[config.mk]
export PLATFORM = sky130hd
export DESIGN_NAME = pmon_i2c_target
export DESIGN_NICKNAME = d
export VERILOG_FILES = /design/src/rtl/pmon_i2c_pkg.sv /design/src/rtl/pmon_bus_sync.sv /design/src/rtl/pmon_rd_packer.sv /design/src/rtl/pmon_i2c_fsm.sv /design/src/rtl/pmon_i2c_target.sv
export SDC_FILE = /design/constraint.sdc
export NUM_CORES = 1
export LEC_CHECK = 0
export BUFFER_PORTS_ARGS = -buffer_cell sky130_fd_sc_hd__clkbuf_2
export CAP_MARGIN = 10
export CORE_ASPECT_RATIO = 1.25
export CORE_MARGIN = 1.5
export CORE_UTILIZATION = 60
export DETAILED_ROUTE_END_ITERATION = 8
export GPL_TIMING_DRIVEN = 1
export PLACE_DENSITY = 0.83
export SYNTH_ARGS = -nofsm -noshare
export SYNTH_HDL_FRONTEND = slang
export SYNTH_SLANG_ARGS = --single-unit
[constraint.sdc]
create_clock -name clk -period 6 [get_ports clk]
set_clock_uncertainty 0.15 [all_clocks]
set_input_delay 0.6 -clock clk [delete_from_list [all_inputs] [get_ports clk]]
set_output_delay 0.6 -clock clk [all_outputs]
set_load 0.01 [all_outputs]
[src/rtl/pmon_i2c_pkg.sv]
package pmon_i2c_pkg;

    localparam int RES_W   = 12;
    localparam int CMD_W   = 7;
    localparam int STRAP_W = 2;
    localparam int PFX_W   = 7 - STRAP_W;
    localparam int NIB_W   = RES_W - 8;
    localparam logic [PFX_W-1:0] ADDR_PFX_DEF = 5'b01011;

    typedef enum logic [3:0] {
        ST_IDLE,
        ST_ADDR,
        ST_ADDR_ACK,
        ST_WR,
        ST_WR_ACK,
        ST_RD_LOAD,
        ST_RD,
        ST_RD_ACK,
        ST_SKIP
    } bus_state_e;

    typedef enum logic [1:0] {
        FMT_VOLT,
        FMT_CURR,
        FMT_BOTH,
        FMT_STAT
    } rd_fmt_e;

    typedef struct packed {
        rd_fmt_e          fmt;
        logic [RES_W-1:0] v;
        logic [RES_W-1:0] i;
        logic [7:0]       stat;
    } rd_snap_t;

    function automatic rd_fmt_e fmt_of(input logic [CMD_W-1:0] c);
        logic v_on;
        logic i_on;
        v_on = c[0] | c[1];
        i_on = c[2] | c[3];
        if (c[6])
            return FMT_STAT;
        if (v_on && i_on)
            return FMT_BOTH;
        if (i_on)
            return FMT_CURR;
        return FMT_VOLT;
    endfunction

    function automatic logic [1:0] fmt_len(input rd_fmt_e f);
        case (f)
            FMT_STAT: return 2'd1;
            FMT_BOTH: return 2'd3;
            default:  return 2'd2;
        endcase
    endfunction

    function automatic logic [7:0] pack_byte(input rd_snap_t s, input logic [1:0] idx);
        case (s.fmt)
            FMT_STAT: return s.stat;
            FMT_BOTH: begin
                if (idx == 2'd0)
                    return s.v[RES_W-1 -: 8];
                else if (idx == 2'd1)
                    return s.i[RES_W-1 -: 8];
                else
                    return {s.v[NIB_W-1:0], s.i[NIB_W-1:0]};
            end
            FMT_CURR: begin
                if (idx == 2'd0)
                    return s.i[RES_W-1 -: 8];
                else
                    return {s.i[NIB_W-1:0], {(8-NIB_W){1'b0}}};
            end
            default: begin
                if (idx == 2'd0)
                    return s.v[RES_W-1 -: 8];
                else
                    return {s.v[NIB_W-1:0], {(8-NIB_W){1'b0}}};
            end
        endcase
    endfunction

endpackage

[src/rtl/pmon_bus_sync.sv]
module pmon_bus_sync #(
    parameter int SYNC_STAGES = 2
) (
    input  logic clk,
    input  logic rst,
    input  logic scl_i,
    input  logic sda_i,
    output logic scl_s,
    output logic sda_s,
    output logic scl_rise,
    output logic scl_fall,
    output logic start_evt,
    output logic stop_evt
);

    logic [SYNC_STAGES-1:0] scl_pipe;
    logic [SYNC_STAGES-1:0] sda_pipe;
    logic                   scl_prev;
    logic                   sda_prev;

    always_ff @(posedge clk) begin
        if (rst) begin
            scl_pipe <= '1;
            sda_pipe <= '1;
            scl_prev <= 1'b1;
            sda_prev <= 1'b1;
        end else begin
            scl_pipe <= {scl_pipe[SYNC_STAGES-2:0], scl_i};
            sda_pipe <= {sda_pipe[SYNC_STAGES-2:0], sda_i};
            scl_prev <= scl_pipe[SYNC_STAGES-1];
            sda_prev <= sda_pipe[SYNC_STAGES-1];
        end
    end

    assign scl_s     = scl_pipe[SYNC_STAGES-1];
    assign sda_s     = sda_pipe[SYNC_STAGES-1];
    assign scl_rise  = scl_s & ~scl_prev;
    assign scl_fall  = ~scl_s & scl_prev;
    assign start_evt = scl_s & scl_prev & sda_prev & ~sda_s;
    assign stop_evt  = scl_s & scl_prev & ~sda_prev & sda_s;

endmodule

[src/rtl/pmon_rd_packer.sv]
module pmon_rd_packer
    import pmon_i2c_pkg::*;
(
    input  logic             clk,
    input  logic             rst,
    input  logic             load,
    input  logic [CMD_W-1:0] cmd,
    input  logic [RES_W-1:0] volt_code,
    input  logic [RES_W-1:0] curr_code,
    input  logic [7:0]       status_in,
    input  logic [1:0]       idx,
    output logic [7:0]       tx_byte,
    output logic [1:0]       rd_len
);

    rd_snap_t snap;

    always_ff @(posedge clk) begin
        if (rst) begin
            snap <= '0;
        end else if (load) begin
            snap.fmt  <= fmt_of(cmd);
            snap.v    <= volt_code;
            snap.i    <= curr_code;
            snap.stat <= status_in;
        end
    end

    assign tx_byte = pack_byte(snap, idx);
    assign rd_len  = fmt_len(snap.fmt);

endmodule

[src/rtl/pmon_i2c_fsm.sv]
module pmon_i2c_fsm
    import pmon_i2c_pkg::*;
#(
    parameter logic [PFX_W-1:0] ADDR_PFX = ADDR_PFX_DEF
) (
    input  logic               clk,
    input  logic               rst,
    input  logic               scl_rise,
    input  logic               scl_fall,
    input  logic               start_evt,
    input  logic               stop_evt,
    input  logic               sda_s,
    input  logic [STRAP_W-1:0] strap,
    input  logic               rd_ready,
    input  logic [7:0]         tx_byte,
    input  logic [1:0]         rd_len,
    output logic               snap_load,
    output logic [1:0]         rd_idx,
    output logic               sda_oe,
    output logic [CMD_W-1:0]   cmd_q,
    output logic               cmd_wr,
    output logic               reg_wr,
    output logic [1:0]         reg_sel,
    output logic [7:0]         reg_data
);

    localparam logic [3:0] BITS_PER_BYTE = 4'd8;

    bus_state_e st;
    logic [3:0] bit_cnt;
    logic [7:0] rx_sh;
    logic [7:0] tx_sh;
    logic [1:0] wr_cnt;
    logic       ext_mode;
    logic [1:0] ext_sel;
    logic       is_read;
    logic       m_ack;
    logic [6:0] dev_addr;
    logic       more_bytes;

    assign dev_addr   = {ADDR_PFX, strap};
    assign more_bytes = ({1'b0, rd_idx} + 3'd1) < {1'b0, rd_len};

    always_ff @(posedge clk) begin
        if (rst) begin
            st        <= ST_IDLE;
            bit_cnt   <= '0;
            rx_sh     <= '0;
            tx_sh     <= '0;
            wr_cnt    <= '0;
            ext_mode  <= 1'b0;
            ext_sel   <= '0;
            is_read   <= 1'b0;
            m_ack     <= 1'b0;
            rd_idx    <= '0;
            snap_load <= 1'b0;
            sda_oe    <= 1'b0;
            cmd_q     <= '0;
            cmd_wr    <= 1'b0;
            reg_wr    <= 1'b0;
            reg_sel   <= '0;
            reg_data  <= '0;
        end else begin
            cmd_wr    <= 1'b0;
            reg_wr    <= 1'b0;
            snap_load <= 1'b0;
            if (start_evt) begin
                st       <= ST_ADDR;
                bit_cnt  <= '0;
                rd_idx   <= '0;
                wr_cnt   <= '0;
                ext_mode <= 1'b0;
                sda_oe   <= 1'b0;
            end else if (stop_evt) begin
                st     <= ST_IDLE;
                sda_oe <= 1'b0;
            end else begin
                case (st)
                    ST_ADDR: begin
                        if (scl_rise) begin
                            rx_sh   <= {rx_sh[6:0], sda_s};
                            bit_cnt <= bit_cnt + 4'd1;
                        end else if (scl_fall && bit_cnt == BITS_PER_BYTE) begin
                            if (rx_sh[7:1] == dev_addr && (!rx_sh[0] || rd_ready)) begin
                                st        <= ST_ADDR_ACK;
                                sda_oe    <= 1'b1;
                                is_read   <= rx_sh[0];
                                snap_load <= rx_sh[0];
                            end else begin
                                st <= ST_SKIP;
                            end
                        end
                    end
                    ST_ADDR_ACK: begin
                        if (scl_fall) begin
                            sda_oe  <= 1'b0;
                            bit_cnt <= '0;
                            st      <= is_read ? ST_RD_LOAD : ST_WR;
                        end
                    end
                    ST_WR: begin
                        if (scl_rise) begin
                            rx_sh   <= {rx_sh[6:0], sda_s};
                            bit_cnt <= bit_cnt + 4'd1;
                        end else if (scl_fall && bit_cnt == BITS_PER_BYTE) begin
                            st     <= ST_WR_ACK;
                            sda_oe <= 1'b1;
                            if (wr_cnt == 2'd0) begin
                                if (!rx_sh[7]) begin
                                    cmd_q  <= rx_sh[CMD_W-1:0];
                                    cmd_wr <= 1'b1;
                                end else begin
                                    ext_mode <= 1'b1;
                                    ext_sel  <= rx_sh[1:0];
                                end
                            end else if (wr_cnt == 2'd1 && ext_mode && ext_sel != 2'b00) begin
                                reg_wr   <= 1'b1;
                                reg_sel  <= ext_sel;
                                reg_data <= rx_sh;
                            end
                            if (wr_cnt != 2'd3)
                                wr_cnt <= wr_cnt + 2'd1;
                        end
                    end
                    ST_WR_ACK: begin
                        if (scl_fall) begin
                            sda_oe  <= 1'b0;
                            bit_cnt <= '0;
                            st      <= ST_WR;
                        end
                    end
                    ST_RD_LOAD: begin
                        tx_sh   <= tx_byte;
                        sda_oe  <= ~tx_byte[7];
                        bit_cnt <= '0;
                        st      <= ST_RD;
                    end
                    ST_RD: begin
                        if (scl_rise) begin
                            bit_cnt <= bit_cnt + 4'd1;
                        end else if (scl_fall) begin
                            if (bit_cnt == BITS_PER_BYTE) begin
                                st     <= ST_RD_ACK;
                                sda_oe <= 1'b0;
                            end else begin
                                tx_sh  <= {tx_sh[6:0], 1'b0};
                                sda_oe <= ~tx_sh[6];
                            end
                        end
                    end
                    ST_RD_ACK: begin
                        if (scl_rise) begin
                            m_ack <= ~sda_s;
                        end else if (scl_fall) begin
                            if (m_ack && more_bytes) begin
                                rd_idx <= rd_idx + 2'd1;
                                st     <= ST_RD_LOAD;
                            end else begin
                                st <= ST_SKIP;
                            end
                        end
                    end
                    default: ;
                endcase
            end
        end
    end

endmodule

[src/rtl/pmon_i2c_target.sv]
module pmon_i2c_target
    import pmon_i2c_pkg::*;
#(
    parameter logic [PFX_W-1:0] ADDR_PFX    = ADDR_PFX_DEF,
    parameter int               SYNC_STAGES = 2
) (
    input  logic               clk,
    input  logic               rst,
    input  logic               scl_i,
    input  logic               sda_i,
    output logic               sda_oe,
    input  logic [STRAP_W-1:0] addr_strap,
    input  logic               rd_ready,
    input  logic [RES_W-1:0]   volt_code,
    input  logic [RES_W-1:0]   curr_code,
    input  logic [7:0]         status_in,
    output logic [CMD_W-1:0]   cmd_q,
    output logic               cmd_wr,
    output logic               reg_wr,
    output logic [1:0]         reg_sel,
    output logic [7:0]         reg_data
);

    logic       scl_s;
    logic       sda_s;
    logic       scl_rise;
    logic       scl_fall;
    logic       start_evt;
    logic       stop_evt;
    logic       snap_load;
    logic [1:0] rd_idx;
    logic [7:0] tx_byte;
    logic [1:0] rd_len;

    pmon_bus_sync #(.SYNC_STAGES(SYNC_STAGES)) u_sync (
        .clk       (clk),
        .rst       (rst),
        .scl_i     (scl_i),
        .sda_i     (sda_i),
        .scl_s     (scl_s),
        .sda_s     (sda_s),
        .scl_rise  (scl_rise),
        .scl_fall  (scl_fall),
        .start_evt (start_evt),
        .stop_evt  (stop_evt)
    );

    pmon_rd_packer u_pack (
        .clk       (clk),
        .rst       (rst),
        .load      (snap_load),
        .cmd       (cmd_q),
        .volt_code (volt_code),
        .curr_code (curr_code),
        .status_in (status_in),
        .idx       (rd_idx),
        .tx_byte   (tx_byte),
        .rd_len    (rd_len)
    );

    pmon_i2c_fsm #(.ADDR_PFX(ADDR_PFX)) u_fsm (
        .clk       (clk),
        .rst       (rst),
        .scl_rise  (scl_rise),
        .scl_fall  (scl_fall),
        .start_evt (start_evt),
        .stop_evt  (stop_evt),
        .sda_s     (sda_s),
        .strap     (addr_strap),
        .rd_ready  (rd_ready),
        .tx_byte   (tx_byte),
        .rd_len    (rd_len),
        .snap_load (snap_load),
        .rd_idx    (rd_idx),
        .sda_oe    (sda_oe),
        .cmd_q     (cmd_q),
        .cmd_wr    (cmd_wr),
        .reg_wr    (reg_wr),
        .reg_sel   (reg_sel),
        .reg_data  (reg_data)
    );

endmodule

# [Word-level counts from Yosys, hierarchy flattened]
# Index checks and enable logic that the tools add are counted.
[op_classes] n_addsub=4 mul=0 div_mod_pow=0 n_lt_le_gt_ge=1 eq_ne=41 shifts=0 mux=60 n_bitwise=24 n_reduce_logical=38
[ops] cell="two-way mux 4 bit" count=15
[ops] cell="two-way mux 8 bit" count=4
[ops] cell="!= test 4 x 3 -> 1 bit, second input constant" count=7
[ops] cell="one-hot mux 4 bit (7 select lines)" count=1
[ops] cell="two-way mux 1 bit" count=25
[ops] cell="one-hot mux 8 bit (3 select lines)" count=1
[ops] cell="AND reduction 12 bit" count=2
[ops] cell="two-way mux 7 bit" count=3
[ops] cell="AND reduction 7 bit" count=3
[ops] cell="OR reduction 7 bit" count=3
[ops] cell="!= test 2 x 1 -> 1 bit, second input constant" count=10
[ops] cell="AND reduction 6 bit" count=3
[ops] cell="equality test 4 x 3 -> 1 bit, second input constant" count=4
[ops] cell="!= test 4 bit, second input constant" count=4
[ops] cell="inverter 1 bit" count=15
[ops] cell="one-hot mux 7 bit (2 select lines)" count=1
[ops] cell="two-way mux 2 bit" count=6
[ops] cell="!= test 2 bit, second input constant" count=6
[ops] cell="one-hot mux 4 bit (3 select lines)" count=1
[ops] cell="AND reduction 4 bit" count=3
[ops] cell="AND reduction 5 bit" count=2
[ops] cell="AND reduction 9 bit" count=1
[ops] cell="nonzero test 9 bit" count=1
[ops] cell="equality test 4 x 2 -> 1 bit, second input constant" count=2
[ops] cell="other kinds (24)" count=45
[word_totals] register_bits=93 latchBits=0 mem_bits_rw=0 mem_bits_ro=0 elab_cells=194 n_memories=0

# [Logic depth before layout (Yosys ltp)]
# Gate-level depths: netlist of the first run.
[depth] depth_word=13 depth_mapped=10 depth_no_buf=9

# [Hierarchy]
# A second synthesis of the first run with hierarchy kept.
[hier_totals] cells_unflattened=508 hier_area_um2=4654.5
[by_module_without_submodules] module="pmon_i2c_fsm" instances=1 cells_per_inst=308 area_per_inst_um2=2713.9 seq_area_each_um2=1061.0
[by_module_without_submodules] module="pmon_rd_packer" instances=1 cells_per_inst=184 area_per_inst_um2=1750.4 seq_area_each_um2=680.7
[by_module_without_submodules] module="pmon_bus_sync" instances=1 cells_per_inst=16 area_per_inst_um2=190.2 seq_area_each_um2=120.1

# [Least setup slack after synthesis of the first run]
# Ideal clock, no wire load.
[synth_timing] path_type="flip-flop to flip-flop" start="reg u_pack.snap[33] in the netlist's numbering" end="reg u_fsm.rd_idx[1]" setup_ps=127 t_arrival_ps=2240 required_time_ps=5723 slack_ps=3483 path_stages_with_launch=11 path_buffers=1 synth_period_minus_slack_ps=2517 path_cell_list="dfxtp_1 -> clkbuf_1 -> inv_1 -> nor2_1 -> inv_1 -> fa_1 -> a211oi_1 -> or2_2 -> nor3_1 -> mux2i_1 -> nor2_1"
[synth_via] elab_chain_cells=5
[synth_rtl] element="from (decl)" line_no="pmon_rd_packer.sv:16" source="rd_snap_t snap;"
[synth_rtl] element="equality test 2 bit" line_no="pmon_i2c_pkg.sv:51" source="case (f)"
[synth_rtl] element="one-hot mux 2 bit (2 select lines) (*)" line_no="pmon_i2c_pkg.sv:51"
[synth_rtl] element="less-than comparator 3 x 2 -> 1 bit (*)" line_no="pmon_i2c_fsm.sv:42" source="assign more_bytes = ({1'b0, rd_idx} + 3'd1) < {1'b0, rd_len};"
[synth_rtl] element="logical AND 1 bit (*)" line_no="pmon_i2c_fsm.sv:155" source="if (m_ack && more_bytes) begin"
[synth_rtl] element="AND reduction 5 bit (no line) (*)"
[synth_rtl] element="to (signal assigned)" line_no="pmon_i2c_fsm.sv:156" source="rd_idx <= rd_idx + 2'd1;"
[synth_rtl] element="to (decl)" line_no="pmon_i2c_fsm.sv:18" source="output logic [1:0] rd_idx,"
# Mark *: on every way between the ends. The rest lies on a longest branch, timed or not.
# A chain may end at the register's enable or synchronous reset.

# [Worst setup path in the final report of the first run]
# Ends and elaborated chain as after synthesis.

==> results.toml, run 1 <==
[global_route]
grt.total_usage = 0.265
grt_remaining_overflow = 0
grt_max_degree = 85
antenna_found_initial = 0
grt_pass1_vias = 3460
grt_first_pass_wirelength_um = 16400

[cells_and_area]
fin_nets = 580
num_antenna_cells = 0
areaGrowthSynthToFinish_pct = 11.6
drive_gt1_frac = 0.173

[sta]
grt_setup_unrepaired = "false"
timing.final.crit_period_ns = 2.89
holdWs_ns = 0.254
drv_slew = 0
tightest_slew_ns = 1.06
max_freq_mhz = 346
setup_violations = 0
hold_viol_final = 0
tns_ns = 0
layout_worst_path_cycle_share = 0.481
slew-limit-headroom = 0.295

[placement]
gp_congestion = 0.904
io_buffer_count = 58
place_hpwl_um = 6730

[clock_tree]
htreeDepth = 3
hold_buffers = 0
cts_tree = "yes"
clk-insertion-delay-late_ns = 0.37
clock_sinks = 93
post_cts_resize_count = 0
clock-root-buffer = "clkbuf_8"
cts_buffers = 9
clk_pin_slew_ns = 0.09
cts_buffer_depth = 2
postCtsSetupRepairBufs = 0

[synth]
async_flop_share = 0
synth-seq-cells = 93
synth-edff-count = 0
avgSynthCellArea_um2 = 8.98
synth-main-ff-cell = "dfxtp_1"
synth_cells = 488
yosysWarnings = 0
synth_cell_type_count = 55
synth_fp_nets = 536
syn_area_mm2 = 0.00438
seq_area_frac_synth = 0.425

[floorplanning]
initial_core_util = 0.625
die_area_mm2 = 0.00783
die_h_um = 98.6
num_rows = 34
die_x_um = 79.5
io_pins = 59
core_area_mm2 = 0.00702

[critical_path]
cp.depth = 9
timing_worst_setup_path_type = "register to register"
r2r_end = "u_fsm.rd_idx[1]$_SDFFE_PP0P_"
critPathSlowestCell = "dfxtp_1"
path_max_fanout = 18
path_buf_inv = 2
crit_chain = "inv_1 > nor2_1 > inv_1 > fa_1 > a211oi_1 > or2_2 > nor3_1 > mux2i_1 > nor2_1"
worstPathArrival_ns = 2.99
timing.rr.start = "u_pack.snap[33]$_SDFFE_PP0P_"
critPathLaunch = "u_pack.snap[33]$_SDFFE_PP0P_"
critPathTopFamily = "simple AND/OR/NAND/NOR gates"
worst_setup_path_end_kind = "register"
reg2reg_depth = 9
critical_path_required_ns = 6.10
startpoint_type = "register"
critPathCapture = "u_fsm.rd_idx[1]$_SDFFE_PP0P_"
reg2reg_slack_ns = 3.11
cp_slowest_stage_delay_ns = 0.66

[pwr]
worst_ir_drop_vdd_v = 0.000186
leakagePower_nw = 1.86
p_per_area_mw_per_mm2 = 223
total_power_w = 0.00109

[drt]
wl_um = 9620
avgRoutedWirePerCell_um = 15.3
drt_pre_antenna_iters = 5
vias = 3667
drc = 0
via_per_inst = 5.85
antenna_left = 0
drt_iter0_markers = 291

[min_path]
worstHoldStart = "sda_i"
hold_class = "input port to register"

[job]
max_cap_viol_count = 0

[run_status]
status = "complete, no violations"
[worst min path at each step]
stage / endpoint / cells past startpoint
after floorplan: u_sync.scl_pipe[1]$_SDFF_PP1_ / 1
after global placement: u_sync.scl_pipe[1]$_SDFF_PP1_ / 1
after detailed placement: u_sync.sda_pipe[1]$_SDFF_PP1_ / 1
after CTS: u_sync.scl_pipe[0]$_SDFF_PP1_ / 2
after global routing: u_sync.scl_pipe[0]$_SDFF_PP1_ / 2
final: u_sync.sda_pipe[0]$_SDFF_PP1_ / 2
[synth_stat cells, types with 5 or more instances]
cell type | n | area, um^2
nor2_1 | 85 | 319
o21ai_0 | 23 | 115
dfxtp_1 | 93 | 1860
a21oi_1 | 18 | 90.1
xnor2_1 | 6 | 52.6
ha_1 | 8 | 100
nand3_1 | 5 | 25.0
nand2_1 | 24 | 90.1
mux2i_1 | 75 | 751
nor3_1 | 10 | 50.1
clkbuf_1 | 17 | 63.8
nand2b_1 | 7 | 43.8
buf_2 | 5 | 25.0
or2_2 | 10 | 62.6
a22oi_1 | 7 | 52.6
inv_1 | 21 | 78.8
[registers in the layout, summed over array words and instances (netlist names), 2 cells and up]
register         count
u_fsm.bit_cnt        4
u_fsm.cmd_q          7
u_fsm.ext_sel        2
u_fsm.rd_idx         2
u_fsm.reg_data       8
u_fsm.reg_sel        2
u_fsm.rx_sh          8
u_fsm.st             4
u_fsm.tx_sh          7
u_fsm.wr_cnt         2
u_pack.snap         34
u_sync.scl_pipe      2
u_sync.sda_pipe      2
[per-layer routing]
layer	routed length [um]	global-route usage	up-vias
met5	0	0	-
met4	205	0.123	0
met3	398	0.0407	19
met2	4720	0.428	107
met1	4300	0.346	1742
li1	-	-	1799
[metrics by stage]
stage	utilization	instances	setup slack (ns)	cell area, um^2
after floorplan	-	488	3.48	4380
after CTS	0.697	627	3.09	4890
final	0.697	627	3.11	4890
after global routing	0.697	627	2.86	4890
after global placement	0.668	611	3.24	4690
after detailed placement	0.668	611	3.15	4690
[final cells by class]
cell class,instances,area [um^2]
well taps,90,113
flip-flops and latches,93,1860
inverters,21,78.8
multi-input cells,348,2340
fillers,559,2120
repair buffers,59,298
clock buffers,9,124
clock inverters,7,78.8
[logic make-up (layout without fill, tap and decap cells)]
logic type	count (synthesis)	in the layout	synth area share
xor+xnor	7	7	0.0140
fa+ha+maj	9	9	0.0274
mux	75	75	0.171
compound gates	86	86	0.134
simple gates	171	171	0.187
buf+inv	47	96	0.0417
flops	93	93	0.425
[layout by cell type, fill, tap and decap left out, types with 3 or more instances in the layout]
master | synthesis | routed
or2_2 | 10 | 10
or3_1 | 4 | 4
mux2i_1 | 75 | 75
and3b_1 | 3 | 3
clkbuf_2 | 0 | 58
inv_1 | 21 | 21
nand2_1 | 24 | 24
nand3b_1 | 4 | 4
xnor2_1 | 6 | 6
a21oi_1 | 18 | 18
a221oi_1 | 4 | 4
nor2_1 | 85 | 85
inv_6 | 0 | 3
a22oi_1 | 7 | 7
dfxtp_1 | 93 | 92
o22ai_1 | 4 | 4
o31ai_1 | 3 | 3
a211oi_1 | 3 | 3
nor2b_1 | 4 | 4
o211ai_1 | 3 | 3
a311oi_1 | 3 | 3
a221o_1 | 4 | 4
clkinvlp_4 | 0 | 3
nand2b_1 | 7 | 7
nor3_1 | 10 | 10
clkbuf_8 | 0 | 9
ha_1 | 8 | 8
nand3_1 | 5 | 5
o21ai_0 | 23 | 23
[where the power goes]
part           switching [W]  internal [W]   total, W
logic              0.0000206     0.0000154  0.0000360
clock network       0.000236      0.000197   0.000433
registers         0.00000239      0.000619   0.000621
total               0.000259      0.000831    0.00109
(Power assumes the default switching activity.)
==> run 2: changes to the inputs <==
--- a/config.mk
+++ b/config.mk
@@ -5,14 +5,15 @@
 export SDC_FILE = /design/constraint.sdc
 export NUM_CORES = 1
 export LEC_CHECK = 0
+export ABC_AREA = 1
 export BUFFER_PORTS_ARGS = -buffer_cell sky130_fd_sc_hd__clkbuf_2
 export CAP_MARGIN = 10
 export CORE_ASPECT_RATIO = 1.25
 export CORE_MARGIN = 1.5
-export CORE_UTILIZATION = 60
+export CORE_UTILIZATION = 58
 export DETAILED_ROUTE_END_ITERATION = 8
 export GPL_TIMING_DRIVEN = 1
-export PLACE_DENSITY = 0.83
+export PLACE_DENSITY = 0.8
 export SYNTH_ARGS = -nofsm -noshare
 export SYNTH_HDL_FRONTEND = slang
 export SYNTH_SLANG_ARGS = --single-unit
==> constraint.sdc (replaced) <==
create_clock -name clk -period 2.8 [get_ports clk]
set_clock_uncertainty 0.15 [all_clocks]
set_input_delay 0.28 -clock clk [delete_from_list [all_inputs] [get_ports clk]]
set_output_delay 0.28 -clock clk [all_outputs]
set_load 0.01 [all_outputs]
==> run 2 against run 1 <==
Compared with the run above: the flow now finishes with violations (hold timing); wire length increased by 16%; clock power up 110%; combinational power rose to 24 times the previous value; first-iteration DRC count down 40%; non-clock buffer count is 17 higher; cell area increased by 6.1%; critical path type unchanged; largest cell class unchanged; highest routed layer unchanged.
==> results.toml, run 2 <==
[global_route]
grt_max_degree = 49
grt_remaining_overflow = 0
antenna_found_initial = 0
grt.total_usage = 0.294
grt_first_pass_wirelength_um = 19000
grt_pass1_vias = 4329

[synth]
synth_fp_nets = 703
seq_area_frac_synth = 0.413
syn_area_mm2 = 0.00451
synth_cells = 655
synth_top_area_frac = 0.413
synth-edff-count = 0
synth-seq-cells = 93
ys_top_cells_by_count = "nand2_1, nor2_1, dfxtp_1"
avgSynthCellArea_um2 = 6.89
synth_area_leaders = "dfxtp_1, nand2_1, nor2_1"
synth_cell_type_count = 37
yosysMostFrequentCell = "nand2_1"
synth-main-ff-cell = "dfxtp_1"
yosysTopAreaCell = "dfxtp_1"
async_flop_share = 0
yosysWarnings = 0

[min_path]
holdPathStages = 3
min_to = "u_pack.snap[2]$_SDFFE_PP0P_"
hold_class = "input port to register"
worstHoldStart = "status_in[2]"

[cells_and_area]
fin_nets = 769
layout_commonest_cell = "nand2_1"
largest_register_ffs = 34
regMostFlops = "u_pack.snap"
fin_area_mm2 = 0.00519
most-common-layout-cells = "nand2_1, nor2_1, dfxtp_1, o21ai_0, inv_1"
areaGrowthSynthToFinish_pct = 15.1
biggestRegsByFlops = "u_pack.snap (34), u_fsm.reg_data (8), u_fsm.rx_sh (8)"
num_antenna_cells = 0
drive_gt1_frac = 0.156

[clock_tree]
cts_buffer_depth = 2
clk-insertion-delay-late_ns = 0.37
clk_pin_slew_ns = 0.10
clock_sinks = 93
cts_buffers = 9
cts_tree = "yes"
htreeDepth = 3
clock-root-buffer = "clkbuf_8"
postCtsSetupRepairBufs = 0

[sta]
layout_worst_path_cycle_share = 0.854
grt_setup_unrepaired = "false"
drv_slew = 0
max_freq_mhz = 418
slew-limit-headroom = 0.507
tns_ns = 0
hold_viol_final = 3
setup_violations = 0
tightest_slew_ns = 0.735
timing.final.crit_period_ns = 2.39
holdWs_ns = -0.00655

[drt]
via_per_inst = 5.34
vias = 4367
drt_pre_antenna_iters = 5
drt_iter0_markers = 174
antenna_left = 0
wl_um = 11200
avgRoutedWirePerCell_um = 13.7
drc = 0

[placement]
place_hpwl_um = 8440
io_buffer_count = 58
gp_congestion = 0.966
placed_area_mm2 = 0.00485

[floorplanning]
num_rows = 35
die_h_um = 102
initial_core_util = 0.606
die_x_um = 81.9
die_area_mm2 = 0.00832
core_area_mm2 = 0.00744
io_pins = 59

[critical_path]
timing_worst_setup_path_type = "register to register"
worst_setup_path_end_kind = "register"
critical_path_required_ns = 2.96
worstPathArrival_ns = 2.55
reg2reg_depth = 10
startpoint_type = "register"
reg2reg_slack_ns = 0.41
timing.rr.start = "u_fsm.rd_idx[0]$_SDFFE_PP0P_"
r2r_end = "u_fsm.tx_sh[2]$_SDFFE_PP0P_"
path_max_fanout = 22

[pwr]
worst_ir_drop_vdd_v = 0.000575
leakagePower_nw = 2.34
p_per_area_mw_per_mm2 = 615

[job]
max_cap_viol_count = 0

[run_status]
status = "finished, violations left"
violations = "hold timing"
## run 2: cell types whose count changed after synthesis, sizes merged, moves of 6 or more
| cell | previous run | this run |
|---|---|---|
| a22oi | 7 | 0 |
| nand3 | 5 | 38 |
| nor2 | 85 | 125 |
| nand4 | 1 | 8 |
| inv | 21 | 68 |
| mux2i | 75 | 0 |
| nand2 | 24 | 147 |
| nand2b | 7 | 1 |
| o21ai | 23 | 70 |
| a21oi | 18 | 45 |
## run 2: how the worst max path moves through the flow
stage,start,endpoint,cells past startpoint
after floorplan,u_pack.snap[32]$_SDFFE_PP0P_,u_fsm.st[0]$_SDFFE_PP0P_,10
after global placement,u_fsm.rd_idx[0]$_SDFFE_PP0P_,u_fsm.tx_sh[2]$_SDFFE_PP0P_,10
after detailed placement,u_fsm.rd_idx[0]$_SDFFE_PP0P_,u_fsm.tx_sh[2]$_SDFFE_PP0P_,10
after CTS,u_fsm.rd_idx[0]$_SDFFE_PP0P_,u_fsm.tx_sh[2]$_SDFFE_PP0P_,10
after global routing,u_fsm.rd_idx[0]$_SDFFE_PP0P_,u_fsm.tx_sh[2]$_SDFFE_PP0P_,10
final,u_fsm.rd_idx[0]$_SDFFE_PP0P_,u_fsm.tx_sh[2]$_SDFFE_PP0P_,10
## run 2: per-layer routing
layer / routed length, um / global-route usage / part of all wire
met1: 4530 / 0.322 / 0.40
met2: 5730 / 0.531 / 0.51
met3: 532 / 0.0622 / 0.048
met4: 409 / 0.137 / 0.037
met5: 0 / 0 / 0
## run 2: final cells by class
class / count / area, um^2
well taps: 92 / 115
clock buffers: 9 / 124
fillers: 680 / 2250
flip-flops and latches: 93 / 1860
inverters: 70 / 264
multi-input cells: 471 / 2280
repair buffers: 76 / 458
clock inverters: 7 / 86.3
## run 2: through the flow
step | power, W | utilization | hold slack (ns) | setup WS, ns | instances
6_report | 0.00320 | 0.698 | -0.00655 | 0.409 | 818
5_1_grt | 0.00339 | 0.698 | 0.00170 | 0.208 | 818
4_1_cts | 0.00320 | 0.698 | 0.000261 | 0.460 | 818
3_5_place_dp | 0.00230 | 0.652 | 0.249 | 0.463 | 789
3_3_place_gp | 0.00229 | 0.652 | 0.246 | 0.590 | 789
2_1_floorplan | 0.00210 | - | 0.234 | 1.00 | 655
## run 2: cells by family after synthesis
group	after synthesis	share of synthesized area
AOI/OAI and AO/OA	130	0.156
xor gates and xnor gates	2	0.00388
adders and majority gates	9	0.0266
buffers and inverters	91	0.0807
DFF	93	0.413
and+or+nand+nor	330	0.320
## run 2: worst max-delay path, stage by stage, from the launching register on
cell	delay, ns
dfxtp_1	0.36
inv_1	0.15
ha_1	0.64
inv_1	0.30
nor2_1	0.25
nand2_1	0.07
nand3_1	0.08
nand2_1	0.05
a21oi_1	0.14
nor2_1	0.06
nor2_1	0.08
## run 2: where the power goes
| part | total [W] | switching (W) | internal, W |
|---|---|---|---|
| Sequential | 0.00144 | 0.0000644 | 0.00137 |
| Combinational | 0.000847 | 0.000564 | 0.000282 |
| Clock | 0.000911 | 0.000552 | 0.000359 |
| Total | 0.00320 | 0.00118 | 0.00201 |
## run 2: timing repair
action	CTS	global route
hold endpoints to repair	13	0
resized for setup	0	0
hold buffers	13	0
